$ cat config.mk
export PLATFORM = sky130hd
export DESIGN_NAME = bpu_patch_unit
export DESIGN_NICKNAME = d
export VERILOG_FILES = /design/src/rtl/bpu_pkg.sv /design/src/rtl/bpu_regfile.sv /design/src/rtl/bpu_cmp.sv /design/src/rtl/bpu_prio.sv /design/src/rtl/bpu_patch_unit.sv
export SDC_FILE = /design/constraint.sdc
export NUM_CORES = 1
export LEC_CHECK = 0
export ABC_AREA = 1
export BUFFER_PORTS_ARGS = -buffer_cell sky130_fd_sc_hd__buf_2
export CAP_MARGIN = 20
export CORE_MARGIN = 2
export CORE_UTILIZATION = 40
export DETAILED_ROUTE_END_ITERATION = 10
export PLACE_DENSITY = 0.54
export SYNTH_ARGS = -nofsm -noshare
export SYNTH_HDL_FRONTEND = slang
export SYNTH_SLANG_ARGS = --single-unit
$ cat constraint.sdc
create_clock -name clk -period 5.7 [get_ports clk]
set_input_delay 0.285 -clock clk [delete_from_list [all_inputs] [get_ports clk]]
set_output_delay 0.285 -clock clk [all_outputs]
set_load 0.005 [all_outputs]
$ cat src/rtl/bpu_pkg.sv
package bpu_pkg;

    parameter int DEF_N_INSN = 6;
    parameter int DEF_N_LIT  = 2;
    parameter int DEF_AW     = 12;

    typedef enum logic [1:0] {
        MODE_REMAP   = 2'b00,
        MODE_BK_LO   = 2'b01,
        MODE_BK_HI   = 2'b10,
        MODE_BK_BOTH = 2'b11
    } cmp_mode_e;

    typedef struct packed {
        cmp_mode_e   mode;
        logic [26:0] word;
        logic        en;
    } cmp_cfg_t;

    // Control image: counts are read-only, key reads zero.
    function automatic logic [31:0] ctrl_image(input logic en, input int n_insn, input int n_lit);
        logic [6:0] ni;
        logic [3:0] nl;
        ni = 7'(n_insn);
        nl = 4'(n_lit);
        return {17'b0, ni[6:4], nl, ni[3:0], 2'b00, 1'b0, en};
    endfunction

    function automatic logic [31:0] cmp_image(input cmp_cfg_t c);
        return {c.mode, 1'b0, c.word, 1'b0, c.en};
    endfunction

    function automatic cmp_cfg_t cmp_decode(input logic [31:0] d, input logic is_lit);
        cmp_cfg_t c;
        c.mode = is_lit ? MODE_REMAP : cmp_mode_e'(d[31:30]);
        c.word = d[28:2];
        c.en   = d[0];
        return c;
    endfunction

endpackage

$ cat src/rtl/bpu_regfile.sv
module bpu_regfile
    import bpu_pkg::*;
#(
    parameter int N_INSN = DEF_N_INSN,
    parameter int N_LIT  = DEF_N_LIT,
    parameter int AW     = DEF_AW
) (
    input  logic                        clk,
    input  logic                        rst,
    input  logic                        reg_we,
    input  logic [AW-1:0]               reg_addr,
    input  logic [31:0]                 reg_wdata,
    output logic [31:0]                 reg_rdata,
    output logic                        ctrl_en,
    output logic [26:0]                 base_hi,
    output cmp_cfg_t [N_INSN+N_LIT-1:0] cmp_cfg
);
    localparam int N_CMP  = N_INSN + N_LIT;
    localparam int WORD_W = AW - 2;
    localparam int CMP_W0 = 2;

    logic [WORD_W-1:0] word_sel;
    logic              unused_bits;

    assign word_sel    = reg_addr[AW-1:2];
    assign unused_bits = ^{reg_addr[1:0], reg_wdata[29]};

    always_ff @(posedge clk) begin
        if (rst) begin
            ctrl_en <= 1'b0;
        end else if (reg_we && word_sel == WORD_W'(0) && reg_wdata[1]) begin
            ctrl_en <= reg_wdata[0];
        end
    end

    always_ff @(posedge clk) begin
        if (rst) begin
            base_hi <= '0;
        end else if (reg_we && word_sel == WORD_W'(1)) begin
            base_hi <= reg_wdata[31:5];
        end
    end

    always_ff @(posedge clk) begin
        if (rst) begin
            cmp_cfg <= '0;
        end else if (reg_we) begin
            for (int i = 0; i < N_CMP; i++) begin
                if (word_sel == WORD_W'(CMP_W0 + i)) begin
                    cmp_cfg[i] <= cmp_decode(reg_wdata, i >= N_INSN);
                end
            end
        end
    end

    always_comb begin
        reg_rdata = '0;
        if (word_sel == WORD_W'(0)) begin
            reg_rdata = ctrl_image(ctrl_en, N_INSN, N_LIT);
        end else if (word_sel == WORD_W'(1)) begin
            reg_rdata = {base_hi, 5'b0};
        end
        for (int i = 0; i < N_CMP; i++) begin
            if (word_sel == WORD_W'(CMP_W0 + i)) begin
                reg_rdata = cmp_image(cmp_cfg[i]);
            end
        end
    end

endmodule

$ cat src/rtl/bpu_cmp.sv
module bpu_cmp
    import bpu_pkg::*;
#(
    parameter bit IS_LIT = 1'b0
) (
    input  cmp_cfg_t    cfg,
    input  logic        acc_valid,
    input  logic        acc_is_lit,
    input  logic [31:0] acc_addr,
    output logic        hit,
    output logic        bkpt
);
    logic half_ok;
    logic addr_ok;
    logic unused_lsb;

    assign unused_lsb = acc_addr[0];
    assign addr_ok    = (acc_addr[31:29] == 3'b000) && (acc_addr[28:2] == cfg.word);

    always_comb begin
        unique case (cfg.mode)
            MODE_BK_LO: half_ok = IS_LIT ? 1'b1 : !acc_addr[1];
            MODE_BK_HI: half_ok = IS_LIT ? 1'b1 : acc_addr[1];
            default:    half_ok = 1'b1;
        endcase
    end

    assign hit  = acc_valid && cfg.en && (acc_is_lit == IS_LIT) && addr_ok && half_ok;
    assign bkpt = !IS_LIT && (cfg.mode != MODE_REMAP);

endmodule

$ cat src/rtl/bpu_prio.sv
module bpu_prio #(
    parameter int N     = 8,
    parameter int IDX_W = $clog2(N)
) (
    input  logic [N-1:0]     hit_vec,
    input  logic [N-1:0]     bkpt_vec,
    output logic             found,
    output logic             win_bkpt,
    output logic [IDX_W-1:0] win_idx
);
    // Scan from the top so the lowest matching index is written last.
    always_comb begin
        found    = 1'b0;
        win_bkpt = 1'b0;
        win_idx  = '0;
        for (int i = N - 1; i >= 0; i--) begin
            if (hit_vec[i]) begin
                found    = 1'b1;
                win_bkpt = bkpt_vec[i];
                win_idx  = IDX_W'(i);
            end
        end
    end

endmodule

$ cat src/rtl/bpu_patch_unit.sv
module bpu_patch_unit
    import bpu_pkg::*;
#(
    parameter int N_INSN = DEF_N_INSN,
    parameter int N_LIT  = DEF_N_LIT,
    parameter int AW     = DEF_AW
) (
    input  logic          clk,
    input  logic          rst,
    input  logic          reg_we,
    input  logic [AW-1:0] reg_addr,
    input  logic [31:0]   reg_wdata,
    output logic [31:0]   reg_rdata,
    input  logic          acc_valid,
    input  logic          acc_is_lit,
    input  logic [31:0]   acc_addr,
    output logic          remap_valid,
    output logic [31:0]   remap_addr,
    output logic          bkpt_req
);
    localparam int N_CMP = N_INSN + N_LIT;
    localparam int IDX_W = $clog2(N_CMP);

    logic                  ctrl_en;
    logic [26:0]           base_hi;
    cmp_cfg_t [N_CMP-1:0]  cmp_cfg;
    logic [N_CMP-1:0]      hit_vec;
    logic [N_CMP-1:0]      bkpt_vec;
    logic                  found;
    logic                  win_bkpt;
    logic [IDX_W-1:0]      win_idx;

    bpu_regfile #(.N_INSN(N_INSN), .N_LIT(N_LIT), .AW(AW)) u_regs (
        .clk       (clk),
        .rst       (rst),
        .reg_we    (reg_we),
        .reg_addr  (reg_addr),
        .reg_wdata (reg_wdata),
        .reg_rdata (reg_rdata),
        .ctrl_en   (ctrl_en),
        .base_hi   (base_hi),
        .cmp_cfg   (cmp_cfg)
    );

    for (genvar g = 0; g < N_CMP; g++) begin : g_cmp
        bpu_cmp #(.IS_LIT(g >= N_INSN)) u_cmp (
            .cfg        (cmp_cfg[g]),
            .acc_valid  (acc_valid),
            .acc_is_lit (acc_is_lit),
            .acc_addr   (acc_addr),
            .hit        (hit_vec[g]),
            .bkpt       (bkpt_vec[g])
        );
    end

    bpu_prio #(.N(N_CMP), .IDX_W(IDX_W)) u_prio (
        .hit_vec  (hit_vec),
        .bkpt_vec (bkpt_vec),
        .found    (found),
        .win_bkpt (win_bkpt),
        .win_idx  (win_idx)
    );

    assign remap_valid = ctrl_en && found && !win_bkpt;
    assign bkpt_req    = ctrl_en && found && win_bkpt;
    assign remap_addr  = remap_valid
                       ? ({base_hi, 5'b0} + {{(30-IDX_W){1'b0}}, win_idx, 2'b00} + {30'b0, acc_addr[1:0]})
                       : 32'h0;

endmodule

==> flow_summary.ini, run 1 <==
[outcome]
status = finished clean

[detailed_routing]
drc = 0
drtPass1Iterations = 6
wl_per_cell_um = 23.2
met2_length_um = 31800
via_per_inst = 5.33
top_layer_used = met4
drtIter0Drc = 1627
ant_nets = 0
wl_met3_um = 5630
wl_met1_um = 30100
drt_wl_total_um = 71200
num_vias = 16400

[clock_tree]
cts.sinks = 264
postCtsSetupBuffers = 0
htree_levels = 2
path_clk_slew_ns = 0.06
cts_tree = done
cts_buffer_depth = 3
ctsHoldBuffers = 0
worstSkewPairLatency_ns = 0.53
cts_made_buffers = 34
clockRootBuffer = clkbuf_16
cts_resized = 0

[yosys]
syn-mean-instance-area_um2 = 6.61
ys.warnings.count = 0
syn_area_um2 = 16200
synth_nets = 2553
seq_area_frac_synth_pct = 32.6
synth_cells = 2454
ys_seq_elements = 264
ys_types = 47

[setup_path]
start_kind = flip-flop
path_class = flip-flop to output pin
cp_data_arrival_time_ns = 3.57
crit_required_ns = 5.41
crit_path_max_fanout = 33
crit_path_end_kind = output pin
rrSetupSlack_ns = 4.88

[power]
power_density_nw_per_um2 = 239
leakage_nw = 6.96
clkPwrFrac_pct = 49.7
intPower_mw = 3.20
power_frac_comb_pct = 7.8
netSwitchingFraction_pct = 26.3
p_seq_share_pct = 42.5
switchingPower_mw = 1.15
ir_worst_vdd_v = 0.000221

[placed_design]
io_buffer_count = 143
dp.cells = 3011
gp_congestion = 0.990
place_hpwl_um = 51800
placed_cell_area_um2 = 17100

[layout]
synthToLayoutAreaGrowth_pct = 12.3
fin_cells = 3072
fin_area_um2 = 18200
fin_nets = 2621
drive_gt1_share_pct = 13.6

[floorplan]
rows = 73
die_height_um = 205
io_pins = 147
core_um2 = 39900
start_util_pct = 40.7
die_w_um = 205
dieArea_um2 = 42200

[global_routing]
grt_usage_pct = 33.5
grt_pass1_wl_um = 101000
antenna_found_initial = 1
grt_overflow = 0
grt_pass1_vias = 15000
grt_max_degree = 146

[timing]
slew_viol_final = 0
rsz0062_at_grt = false
tns_ns = 0
hold_viol = 0
worstMarginPinSlew_ns = 1.18
fin_skew_ns = 0
min_period_ns = 3.86
min_period_over_period_pct = 67.7
relSlewSlack_pct = 21.0
fmax_mhz = 259
setup_viol = 0

[worst_hold_path]
hold_path_class = primary input to flip-flop

[run]
drv_cap = 0
## per-layer routing
metal	global-route usage, %	vias to the layer above
li1	-	8037
met1	43.4	7508
met2	54.2	666
met3	5.65	167
met4	15.7	0
met5	0	-
## logic make-up (layout without fill, tap and decap cells)
logic type               after synthesis  count (layout)  synth area share (%)
other                                  1               2                0.0231
AO/OA/AOI/OAI                        388             388                  16.9
adder cells (fa/ha/maj)               18              18                  1.39
XOR/XNOR                              82              82                  4.47
buffers and inverters                456             548                  12.3
flip-flops                           264             264                  32.6
AND/OR/NAND/NOR                     1245            1245                  32.3
## cell usage after synthesis (all sizes together)
master	n	share of area (%)
nand2	607	14
nor2	516	14
inv	318	7.5
dfxtp	264	33
a211oi	259	12
buf	72	3.3
xnor2	63	3.4
clkbuf	62	1.4
nand4	59	2.3
a21oi	54	1.7
nand3	47	1.6
o21ai	36	1.1
xor2	19	1.0
ha	18	1.4
o21bai	12	0.55
o22ai	11	0.42
o2111ai	8	0.43
nor3	6	0.22
nor4	5	0.27
clkinv	4	0.092
o211ai	4	0.18
or2	4	0.15
a21boi	1	0.046
conb	1	0.023
nand3b	1	0.046
o221ai	1	0.054
o311ai	1	0.054
o32ai	1	0.054
## through the flow
stage          hold WS [ns]  worst slack [ns]  total power, mW  util (%)
4_1_cts             0.00654              1.91             4.36      45.7
2_1_floorplan         0.423              3.60             2.08         -
5_1_grt              0.0276              1.72             4.46      45.7
3_3_place_gp          0.468              2.23             2.22      42.9
3_5_place_dp          0.472              2.12             2.22      42.9
6_report             0.0138              1.84             4.35      45.7
## area by class of cell
type                       instances  area (um^2)
sequential                       264         5290
clock buffer                      51         1020
tap                              525          657
antenna                            1         2.50
inverter                         322         1230
clock inverter                     9         73.8
timing repair buffer             166          918
multi-input combinational       1734         9040
fill                            4212        21700
## layout by cell type, fill, tap and decap left out, types with 2 or more instances in the layout
cell type and n:
nand2_1 595, nor2_1 465, inv_1 274, dfxtp_1 264
a211oi_1 249, buf_2 142, xnor2_1 62, nand4_1 59
a21oi_1 53, nand3_1 45, nor2_4 39, inv_2 35
clkbuf_16 35, o21ai_0 26, buf_4 22, xor2_1 19
ha_1 18, nor2_2 12, o21bai_1 12, o22ai_1 11
nand2_2 11, o21ai_1 10, a211oi_2 10, o2111ai_1 8
inv_4 8, clkbuf_1 8, clkbuf_8 8, clkinv_2 7
nor3_1 5, o211ai_1 4, or2_1 4, clkinv_1 4
nor4_2 4, inv_6 2
## critical path, cell delays in order (launching register included)
cell and delay (ns):
dfxtp_1 0.34, inv_1 0.06, nor2_1 0.29, nand3_1 0.22, nor2_1 0.15, nand2_1 0.06
nor2_1 0.20, nand2_1 0.13, nand2_2 0.15, nor2_1 0.10, a21oi_4 0.19, nand3_4 0.69
nor2_1 0.30, buf_2 0.15
## power by group through the flow
stage                     clock, mW  sequential [mW]  combinational, mW
final                          2.16             1.85              0.338
after detailed placement          0             1.89              0.329
after global placement            0             1.89              0.329
after CTS                      2.19             1.85              0.330
after floorplan                   0             1.89              0.196
after global routing           2.26             1.85              0.356
## sequential cells by signal, summed over array words and instances, names as in the netlist
signal and count:
u_regs.ctrl_en 1, u_regs.cmp_cfg 236, u_regs.base_hi 27
## worst paths after layout
path,startpoint,to,cells past startpoint
worst min-delay path,reg_wdata[29],u_regs.base_hi[24]$_SDFFE_PP0P_,3
worst max-delay path,u_regs.cmp_cfg[180]$_SDFFE_PP0P_,remap_addr[31],13
worst min register to register,u_regs.cmp_cfg[188]$_SDFFE_PP0P_,u_regs.cmp_cfg[188]$_SDFFE_PP0P_,2
worst max register to register,u_regs.cmp_cfg[221]$_SDFFE_PP0P_,u_regs.cmp_cfg[221]$_SDFFE_PP0P_,2
Note: power is estimated with default switching activity, not from simulation.
==> run 2, diff against run 1 <==
- clock period: 5.7 -> 4 ns (I/O delays scaled with it)
==> run 2 against run 1 <==
Sequential power grew 42%; core utilization grew 0.75 points; wire length shrank 4.1%; highest routed layer unchanged; largest power group unchanged.
==> flow_summary.ini, run 2 (synthesis results as in run 1) <==
[setup_path]
critPathSlowestCell = buf_4
reg2reg_depth = 2
crit_family = simple AND/OR/NAND/NOR gates
start_kind = flip-flop
slowest_delay_ns = 0.49
crit_chain = inv_1 > ha_1 > nand2_1 > a21oi_1 > nor2_1 > nand2_1 > nor2_1 > nand2_1 > nand2_1 > nor2_1 > a21oi_4 > nand3_4 > buf_4 > inv_2 > buf_2
critPathBufInv = 4
timing.rr.start = u_regs.cmp_cfg[86]$_SDFFE_PP0P_
cp_data_arrival_time_ns = 3.33
crit_start = u_regs.cmp_cfg[179]$_SDFFE_PP0P_
rrSetupSlack_ns = 3.21
r2r_end = u_regs.cmp_cfg[86]$_SDFFE_PP0P_
path_common_cell = nand2_1
crit_path_end_kind = output pin
critPathCapture = remap_valid
crit_path_max_fanout = 20
crit_required_ns = 3.80
path_class = flip-flop to output pin
cp.depth = 15

[floorplan]
die_w_um = 205
start_util_pct = 40.7
dieArea_um2 = 42200
rows = 73
die_height_um = 205
core_um2 = 39900
io_pins = 147

[detailed_routing]
wl_per_cell_um = 22.0
drc = 0
drtIter0Drc = 1537
drtPass1Iterations = 5
via_per_inst = 5.29
num_vias = 16400
ant_nets = 0
drt_wl_total_um = 68300

[layout]
drive_gt1_share_pct = 13.6
finish.utilization_pct = 46.4
num-fill-cells = 4234
fin_nets = 2659
reg.largest.list = u_regs.cmp_cfg x236, u_regs.base_hi x27, u_regs.ctrl_en x1
multi_input_area_um2 = 9030
fin_area_um2 = 18500
synthToLayoutAreaGrowth_pct = 14.1
largest_reg_flops = 236
seq_area_um2 = 5290
final_cell_mix = nand2_1, nor2_1, inv_1, dfxtp_1, a211oi_1
final_common_cell = nand2_1
regMostFlops = u_regs.cmp_cfg

[timing]
fmax_mhz = 283
hold_viol = 0
setup_viol = 0
final.setup.worst_slack_ns = 0.465
fin_skew_ns = 0
relSlewSlack_pct = 31.4
min_period_ns = 3.53
min_period_over_period_pct = 88.4
rsz0062_at_grt = false
worstMarginPinSlew_ns = 1.03
slew_viol_final = 0
tns_ns = 0
holdWs_ns = 0.0782

[clock_tree]
cts_made_buffers = 31
htree_levels = 1
worstSkewPairLatency_ns = 0.58
cts_tree = done
postCtsSetupBuffers = 0
cts_buffer_depth = 3
cts.sinks = 264
clockRootBuffer = clkbuf_16
path_clk_slew_ns = 0.06

[placed_design]
placed_cell_area_um2 = 17200
gp_congestion = 0.987
dp_slack_ns = 1.07
place_hpwl_um = 51300
io_buffer_count = 143

[global_routing]
antenna_found_initial = 0
grt_overflow = 0
grt_pass1_vias = 14900
grt_pass1_wl_um = 98100
grt_max_degree = 138
grt_usage_pct = 32.0

[power]
power_density_nw_per_um2 = 324
ir_worst_vdd_v = 0.000330
switchingPower_mw = 1.59
intPower_mw = 4.42
power_frac_comb_pct = 8.4
leakage_nw = 7.09
netSwitchingFraction_pct = 26.4
clkPwrFrac_pct = 47.7
p_seq_share_pct = 43.9

[run]
drv_cap = 0

[outcome]
status = finished clean

[worst_hold_path]
hold_path_class = primary input to flip-flop
==> run 2: per-layer routing <==
layer,GRT usage [%],vias up,share of wire [%]
li1,-,8106,-
met1,41.1,7596,42
met2,54.2,611,47
met3,4.69,128,7.1
met4,11.7,0,4.0
met5,0,-,0
==> run 2: timing repair <==
action,in CTS,in global routing
hold endpoints to repair,49,0
endpoints found under the setup margin,0,0
hold buffers,31,0
gates resized for setup,0,0
==> run 2: layout make-up <==
class	instances	area share, %
Inverter	322	6.66
Timing Repair Buffer	207	7.07
Tap cell	525	3.55
Antenna cell	2	0.0270
Clock buffer	50	5.28
Multi-Input combinational cell	1734	48.7
Sequential cell	264	28.5
Clock inverter	5	0.155
==> run 2: worst min path at each step <==
stage             startpoint                              end  slack [ns]  depth (start not counted)
3_5_place_dp   reg_wdata[29]  u_regs.base_hi[24]$_SDFFE_PP0P_        0.45                          3
2_1_floorplan  reg_wdata[29]  u_regs.base_hi[24]$_SDFFE_PP0P_        0.34                          2
3_3_place_gp   reg_wdata[29]  u_regs.base_hi[24]$_SDFFE_PP0P_        0.45                          3
5_1_grt         reg_wdata[1]      u_regs.ctrl_en$_SDFFE_PP0P_        0.04                          3
4_1_cts         reg_wdata[1]      u_regs.ctrl_en$_SDFFE_PP0P_        0.02                          3
6_report        reg_wdata[1]      u_regs.ctrl_en$_SDFFE_PP0P_        0.08                          3
==> run 2: per-stage QoR <==
step	total power, mW	std cells
2_1_floorplan	2.97	2454
4_1_cts	6.03	3107
3_3_place_gp	3.16	3021
5_1_grt	6.16	3107
6_report	6.00	3109
3_5_place_dp	3.16	3021
==> run 2: power by group through the flow <==
stage	Sequential, mW	Combinational [mW]	Clock (mW)
3_5_place_dp	2.69	0.473	0
4_1_cts	2.63	0.499	2.90
3_3_place_gp	2.69	0.474	0
5_1_grt	2.63	0.535	3.00
2_1_floorplan	2.69	0.279	0
6_report	2.63	0.507	2.86
==> run 2: worst register-to-register path: stages (launching register included) <==
cell      delay, ns
dfxtp_1        0.37
inv_1          0.11
a211oi_2       0.23
